**src/rtl/stl_pkg.sv**
```systemverilog
package stl_pkg;

  // Index of each latched flag inside the flag vector.
  localparam int FLG_UNDER = 0;
  localparam int FLG_OVER  = 1;
  localparam int FLG_HEAT  = 2;
  localparam int FLG_PWR   = 3;
  localparam int NFLAG     = 4;

  // Saturating increment of a frame clock count.
  function automatic int unsigned sat_inc(input int unsigned c, input int unsigned lim);
    return (c >= lim) ? lim : c + 1;
  endfunction

  // True when the count of rising edges seen so far equals a given ordinal.
  function automatic logic at_ordinal(input int unsigned c, input int unsigned ord);
    return c == ord;
  endfunction

  // A frame is short when it closes with fewer clocks than a full word.
  function automatic logic short_frame(input int unsigned c, input int unsigned bits);
    return c < bits;
  endfunction

  // Reset value of each latched flag: only the power-up flag starts set.
  function automatic logic flag_rst_val(input int idx);
    return idx == FLG_PWR;
  endfunction

endpackage

```
**src/rtl/stl_frame_tracker.sv**
```systemverilog
module stl_frame_tracker #(
  parameter int FRAME_BITS = 8,
  parameter int CNT_W      = 4
) (
  input  logic             clk,
  input  logic             rst_n,
  input  logic             sel_fall_i,
  input  logic             sel_rise_i,
  input  logic             sclk_rise_i,
  input  logic             sclk_fall_i,
  output logic             in_frame_o,
  output logic [CNT_W-1:0] cnt_o,
  output logic             rise_evt_o,
  output logic             fall_evt_o,
  output logic             close_evt_o
);
  import stl_pkg::*;

  localparam int unsigned CNT_MAX = (1 << CNT_W) - 1;

  logic             in_frame_q;
  logic [CNT_W-1:0] cnt_q;

  // Serial clock edges only count while a frame is open and no select edge is present.
  assign rise_evt_o  = in_frame_q & sclk_rise_i & ~sel_fall_i & ~sel_rise_i;
  assign fall_evt_o  = in_frame_q & sclk_fall_i & ~sel_fall_i & ~sel_rise_i;
  assign close_evt_o = in_frame_q & sel_rise_i & ~sel_fall_i;

  always_ff @(posedge clk or negedge rst_n) begin
    if (!rst_n) begin
      in_frame_q <= 1'b0;
      cnt_q      <= '0;
    end else if (sel_fall_i) begin
      in_frame_q <= 1'b1;
      cnt_q      <= '0;
    end else if (sel_rise_i) begin
      in_frame_q <= 1'b0;
    end else if (rise_evt_o) begin
      cnt_q <= CNT_W'(sat_inc(int'(cnt_q), CNT_MAX));
    end
  end

  assign in_frame_o = in_frame_q;
  assign cnt_o      = cnt_q;

endmodule

```
**src/rtl/stl_flag.sv**
```systemverilog
module stl_flag #(
  parameter logic RST_VAL = 1'b0
) (
  input  logic clk,
  input  logic rst_n,
  input  logic set_i,
  input  logic clr_i,
  output logic q_o
);
  // Set has priority over clear in the same cycle.
  always_ff @(posedge clk or negedge rst_n) begin
    if (!rst_n)     q_o <= RST_VAL;
    else if (set_i) q_o <= 1'b1;
    else if (clr_i) q_o <= 1'b0;
  end
endmodule

```
**src/rtl/stl_status_top.sv**
```systemverilog
module stl_status_top #(
  parameter int NOUT          = 8,
  parameter int FRAME_BITS    = 8,
  parameter int UNDER_CLR_ORD = 8,
  parameter int OVER_CLR_ORD  = 2,
  parameter int HEAT_CLR_ORD  = 4
) (
  input  logic            clk,
  input  logic            rst_n,
  input  logic            sel_fall_i,
  input  logic            sel_rise_i,
  input  logic            sclk_rise_i,
  input  logic            sclk_fall_i,
  input  logic [NOUT-1:0] short_i,
  input  logic            overtemp_i,
  input  logic            standby_i,
  output logic            status_o
);
  import stl_pkg::*;

  localparam int CNT_W = $clog2(FRAME_BITS + 2);

  logic             in_frame;
  logic [CNT_W-1:0] cnt;
  logic             rise_evt;
  logic             fall_evt;
  logic             close_evt;

  // Named event wires, also observed by the checker.
  logic under_set, under_clr;
  logic over_set, over_clr;
  logic heat_set, heat_clr;
  logic pwr_set, pwr_clr;
  logic under_q, over_q, heat_q, pwr_q;
  logic live_fault;

  logic [NFLAG-1:0] set_v, clr_v, q_v;

  stl_frame_tracker #(.FRAME_BITS(FRAME_BITS), .CNT_W(CNT_W)) u_track (
    .clk        (clk),
    .rst_n      (rst_n),
    .sel_fall_i (sel_fall_i),
    .sel_rise_i (sel_rise_i),
    .sclk_rise_i(sclk_rise_i),
    .sclk_fall_i(sclk_fall_i),
    .in_frame_o (in_frame),
    .cnt_o      (cnt),
    .rise_evt_o (rise_evt),
    .fall_evt_o (fall_evt),
    .close_evt_o(close_evt)
  );

  // The count holds the number of rising edges so far, so a falling edge
  // belongs to ordinal cnt and a rising edge starts ordinal cnt+1.
  assign under_set = close_evt & short_frame(int'(cnt), FRAME_BITS);
  assign under_clr = fall_evt & at_ordinal(int'(cnt), UNDER_CLR_ORD);
  assign over_set  = rise_evt & at_ordinal(int'(cnt), FRAME_BITS);
  assign over_clr  = fall_evt & at_ordinal(int'(cnt), OVER_CLR_ORD);
  assign heat_set  = overtemp_i;
  assign heat_clr  = fall_evt & at_ordinal(int'(cnt), HEAT_CLR_ORD) & ~overtemp_i;
  assign pwr_set   = 1'b0;
  assign pwr_clr   = close_evt & at_ordinal(int'(cnt), FRAME_BITS);

  assign set_v[FLG_UNDER] = under_set;
  assign clr_v[FLG_UNDER] = under_clr;
  assign set_v[FLG_OVER]  = over_set;
  assign clr_v[FLG_OVER]  = over_clr;
  assign set_v[FLG_HEAT]  = heat_set;
  assign clr_v[FLG_HEAT]  = heat_clr;
  assign set_v[FLG_PWR]   = pwr_set;
  assign clr_v[FLG_PWR]   = pwr_clr;

  for (genvar i = 0; i < NFLAG; i++) begin : g_flag
    stl_flag #(.RST_VAL(flag_rst_val(i))) u_flag (
      .clk  (clk),
      .rst_n(rst_n),
      .set_i(set_v[i]),
      .clr_i(clr_v[i]),
      .q_o  (q_v[i])
    );
  end

  assign under_q = q_v[FLG_UNDER];
  assign over_q  = q_v[FLG_OVER];
  assign heat_q  = q_v[FLG_HEAT];
  assign pwr_q   = q_v[FLG_PWR];

  assign live_fault = (|short_i) | overtemp_i | standby_i;
  assign status_o   = live_fault | (|q_v);

endmodule

```
**config.mk**
```make
export PLATFORM = sky130hd
export DESIGN_NAME = stl_status_top
export DESIGN_NICKNAME = d
export VERILOG_FILES = /design/src/rtl/stl_pkg.sv /design/src/rtl/stl_frame_tracker.sv /design/src/rtl/stl_flag.sv /design/src/rtl/stl_status_top.sv
export SDC_FILE = /design/constraint.sdc
export NUM_CORES = 1
export LEC_CHECK = 0
export CAP_MARGIN = 25
export CORE_AREA = 5 5 42 44
export CTS_CLUSTER_SIZE = 14
export DETAILED_ROUTE_END_ITERATION = 12
export DIE_AREA = 0 0 47 49
export GPL_TIMING_DRIVEN = 0
export PLACE_DENSITY = 0.69
export SETUP_SLACK_MARGIN = 0.5
export SYNTH_ARGS = -nofsm -noshare
export SYNTH_HDL_FRONTEND = slang
export SYNTH_SLANG_ARGS = --single-unit
```
**constraint.sdc**
```tcl
create_clock -name clk -period 3.4 [get_ports clk]
set_input_delay 0.51 -clock clk [delete_from_list [all_inputs] [get_ports clk]]
set_output_delay 0.51 -clock clk [all_outputs]
set_load 0.02 [all_outputs]
```
==> impl_summary.txt <==
----------------------------------------------------
[Power]
  Power density relative to cell area ... between 300 and 400 nW/um^2
  Leak pwr ... between 0.2 and 0.3 nW
  IR Drop Worst-Case VDD ... about 0.24 mV

[Timing]
  Max Clk Rate ... between 400 and 500 MHz
  RSZ-0062 raised after global routing ... false
  Slew @ Worst Pin ... roughly 420 ps
  Worst slew margin relative to its limit ... a little over 70%
  Final setup fails ... 0
  Fraction of the cycle the final worst path needs ... around 70%
  Final Hold Slack ... 456 ps
  Post-layout min period ... about 2400 ps
  Post-route clock skew ... 0.397 ps
  Final sum of negative setup slack ... 0 ps
  Number of hold-slack violations in the final timing report ... 0
  Final Max Tran Viols ... 0

[Synthesis]
  Number of warnings reported in the yosys synthesis log ... 0
  Sequential element share of the synthesized area ... a little under half
  Share of Yosys cell area claimed by the top area cell type ... between 40% and 50%
  Number of nets produced by synthesis ... between 60 and 70
  EDFF count, synth ... 0
  Share of synthesized flip-flops with an asynchronous set or reset ... between 90% and 100%
  Number of register bits inferred by synthesis ... 9
  Dominant cell type by area after synthesis ... dfrtp_1
  Most instantiated flip-flop cell in the synthesis netlist ... dfrtp_1
  Post-Synthesis Cells ... between 40 and 50
  Synth area leaders ... dfrtp_1 (41%), ha_1 (7.6%), dfstp_2 (5.3%), nand4bb_1 (4.6%), o21ai_0 (4.1%)
  Cell area after synthesis ... 493 sq um
  Number of distinct standard cells referenced by the synthesized netlist ... 26
  Mean Syn Cell Area ... roughly 10 sq um

[Floorplan]
  Initial core utilization ... between 30% and 40%
  CORE AREA ... around 1400 sq um
  Die boundary width ... approximately 47 um
  Num ports ... 17
  Die height ... 49 um
  Standard-cell rows ... 14
  Die area ... around 2300 sq um

[Worst setup path]
  Buf+Inv Stages, Crit Path ... 2
  Worst Reg2Reg Path Length in Cells ... 5
  CP max-delay cell ... clkdlybuf4s50_1
  CP Capture Type ... primary output
  Origin of the critical flop-to-flop path ... u_track.cnt_o[0]
  Sort of element at the start of the critical path ... input port
  Largest delay contributor family on the critical path ... buffers and inverters
  Required time of the critical path ... 2890 ps
  Slack of the worst reg-to-reg path ... between 2000 and 2500 ps
  End of the worst register-to-register path ... g_flag[1].u_flag.q_o
  Delay contributed by the slowest stage of the critical path ... ~550 ps
  WS Path Type ... input port to primary output
  Crit-path max FO ... 1
  Data arrival, critical path ... roughly 1900 ps
  Worst path cell trace ... clkdlybuf4s50_1 -> nor4_1 -> nand4_1 -> clkdlybuf4s50_1
  CP dominant cell by count ... clkdlybuf4s50_1

[CTS]
  TritonCTS clock tree ... done
  Bufs on Longest Clock Path ... 2
  Clock-pin slew of the registers on the worst-case setup and hold paths ... approximately 60 ps
  TritonCTS Sinks ... 9
  CTS Hold Buffers Added ... 0
  Post-CTS repair timing setup buffer count ... 0
  CTS buffer count ... 3
  H-tree lvl count ... 1
  Number of gates given a new drive strength after cts ... 0
  Clock root buffer master ... clkbuf_4
  Latest clock arrival within the worst-skew pair ... approximately 260 ps

[Detailed routing]
  DRT iter0 DRCs ... 0
  Number of DRC violations after detailed routing ... 0
  First-pass detailed-route iteration total ... 1
  Post-route antenna net violation count ... 0
  Average wire length per cell after detail routing ... 13.0 um
  Total wirelength of the detailed-routed design ... between 1 and 1.5 mm
  Detailed-route via count ... between 400 and 500
  Per-cell via count in the routed design ... 5.43

[Cells and area]
  Leading cell type in the layout, fill and taps excluded ... clkdlybuf4s50_1
  Antenna diodes ... 0
  Highest-count cells in the layout ignoring fill and taps ... clkdlybuf4s50_1 (16), dfrtp_1 (8), inv_1 (5)
  FILL cells ... roughly 160
  Share of final-layout standard cells stronger than drive strength 1 ... under 10%
  Net total in the final layout ... 87
  Area grow syn2layout ... 41.9%

[Global route]
  Global-route total usage across every layer ... 10.2%
  Via count of the first global-routing pass ... 405
  First-pass GRT wire length ... ~1.7 mm
  Initial antenna violation count ... 0
  Largest net degree at the start of global routing ... 10
  Total congestion overflow ... 0

[Place]
  Final weighted congestion in routability-driven placement ... around 0.75
  Number of buffers inserted by port buffering ... 16
  Placed wire-length estimate after detailed placement ... 841 um

[Run status]
  Result of the run ... completed

[Hold path]
  Endpoint of the worst hold-timing path ... g_flag[3].u_flag.q_o
  Source of the worst hold timing path ... g_flag[3].u_flag.q_o
  Hold Crit Depth ... 1
  Worst hold-check path type ... flip-flop to flip-flop

[Flow run]
  Max-capacitance violation count ... 0

----------------------------------------------------
## per-layer routing
layer,up-vias,track usage (%),routed length (um)
met5,-,0,0
met3,4,4.06,129
met1,206,13.0,456
li1,224,-,-
met4,0,5.53,21
met2,17,14.5,470
## power by group
part | total, mW | internal (mW) | switching [mW]
Combinational | 0.0317 | 0.0204 | 0.0113
Clock | 0.0809 | 0.0451 | 0.0358
Sequential | 0.112 | 0.109 | 0.00287
## sequential cells by signal, indices dropped and copies added, names as in the netlist
name,count
u_track.in_frame_o,1
u_track.cnt_o,4
g_flag.u_flag.q_o,4
## final cells by class
cell class | instances | area [sq um] | area share (%)
multi-input cells | 33 | 248 | 35.4
flip-flops and latches | 9 | 226 | 32.4
repair buffers | 16 | 160 | 22.9
clock buffers | 4 | 26.3 | 3.76
well taps | 16 | 20.0 | 2.86
inverters | 5 | 18.8 | 2.68
## Yosys cell counts (2+ instances only)
master	n
nor4_1	3
dfrtp_1	8
o21ai_0	4
nand3b_1	2
nand4bb_1	2
ha_1	3
inv_1	5
nor3_1	2
## how the worst max path moves through the flow
stage	start	end	slack, ps	depth (start not counted)
after floorplan	short_i[1]	status_o	1870	2
after global placement	short_i[4]	status_o	1000	4
after detailed placement	short_i[4]	status_o	970	4
after CTS	short_i[4]	status_o	970	4
after global routing	short_i[4]	status_o	910	4
final	short_i[4]	status_o	1010	4
## logic make-up (layout without fill, tap and decap cells)
logic type      after synthesis  in the layout  share of synthesized area, %
simple gates                 17             17                          24.9
compound gates               13             13                          17.8
flops                         9              9                          45.9
buf+inv                       5             25                          3.81
fa+ha+maj                     3              3                          7.62
## through the flow
stage,cell area (sq um),setup slack [ps],util (%),cells,total power [mW]
finish,699,1010,49.9,83,0.225
global route,699,911,49.9,83,0.239
CTS,699,968,49.9,83,0.230
detailed placement,673,972,48.0,79,0.146
global placement,673,995,48.0,79,0.145
floorplan,493,1870,-,47,0.123
## worst register-to-register path, cell delays in order, from the launching register on
cell and delay [ps]:
dfrtp_1 420, inv_1 120, ha_1 150, inv_1 40, o41ai_1 260, o21ai_0 110
Note: power is estimated with default switching activity, not from simulation.
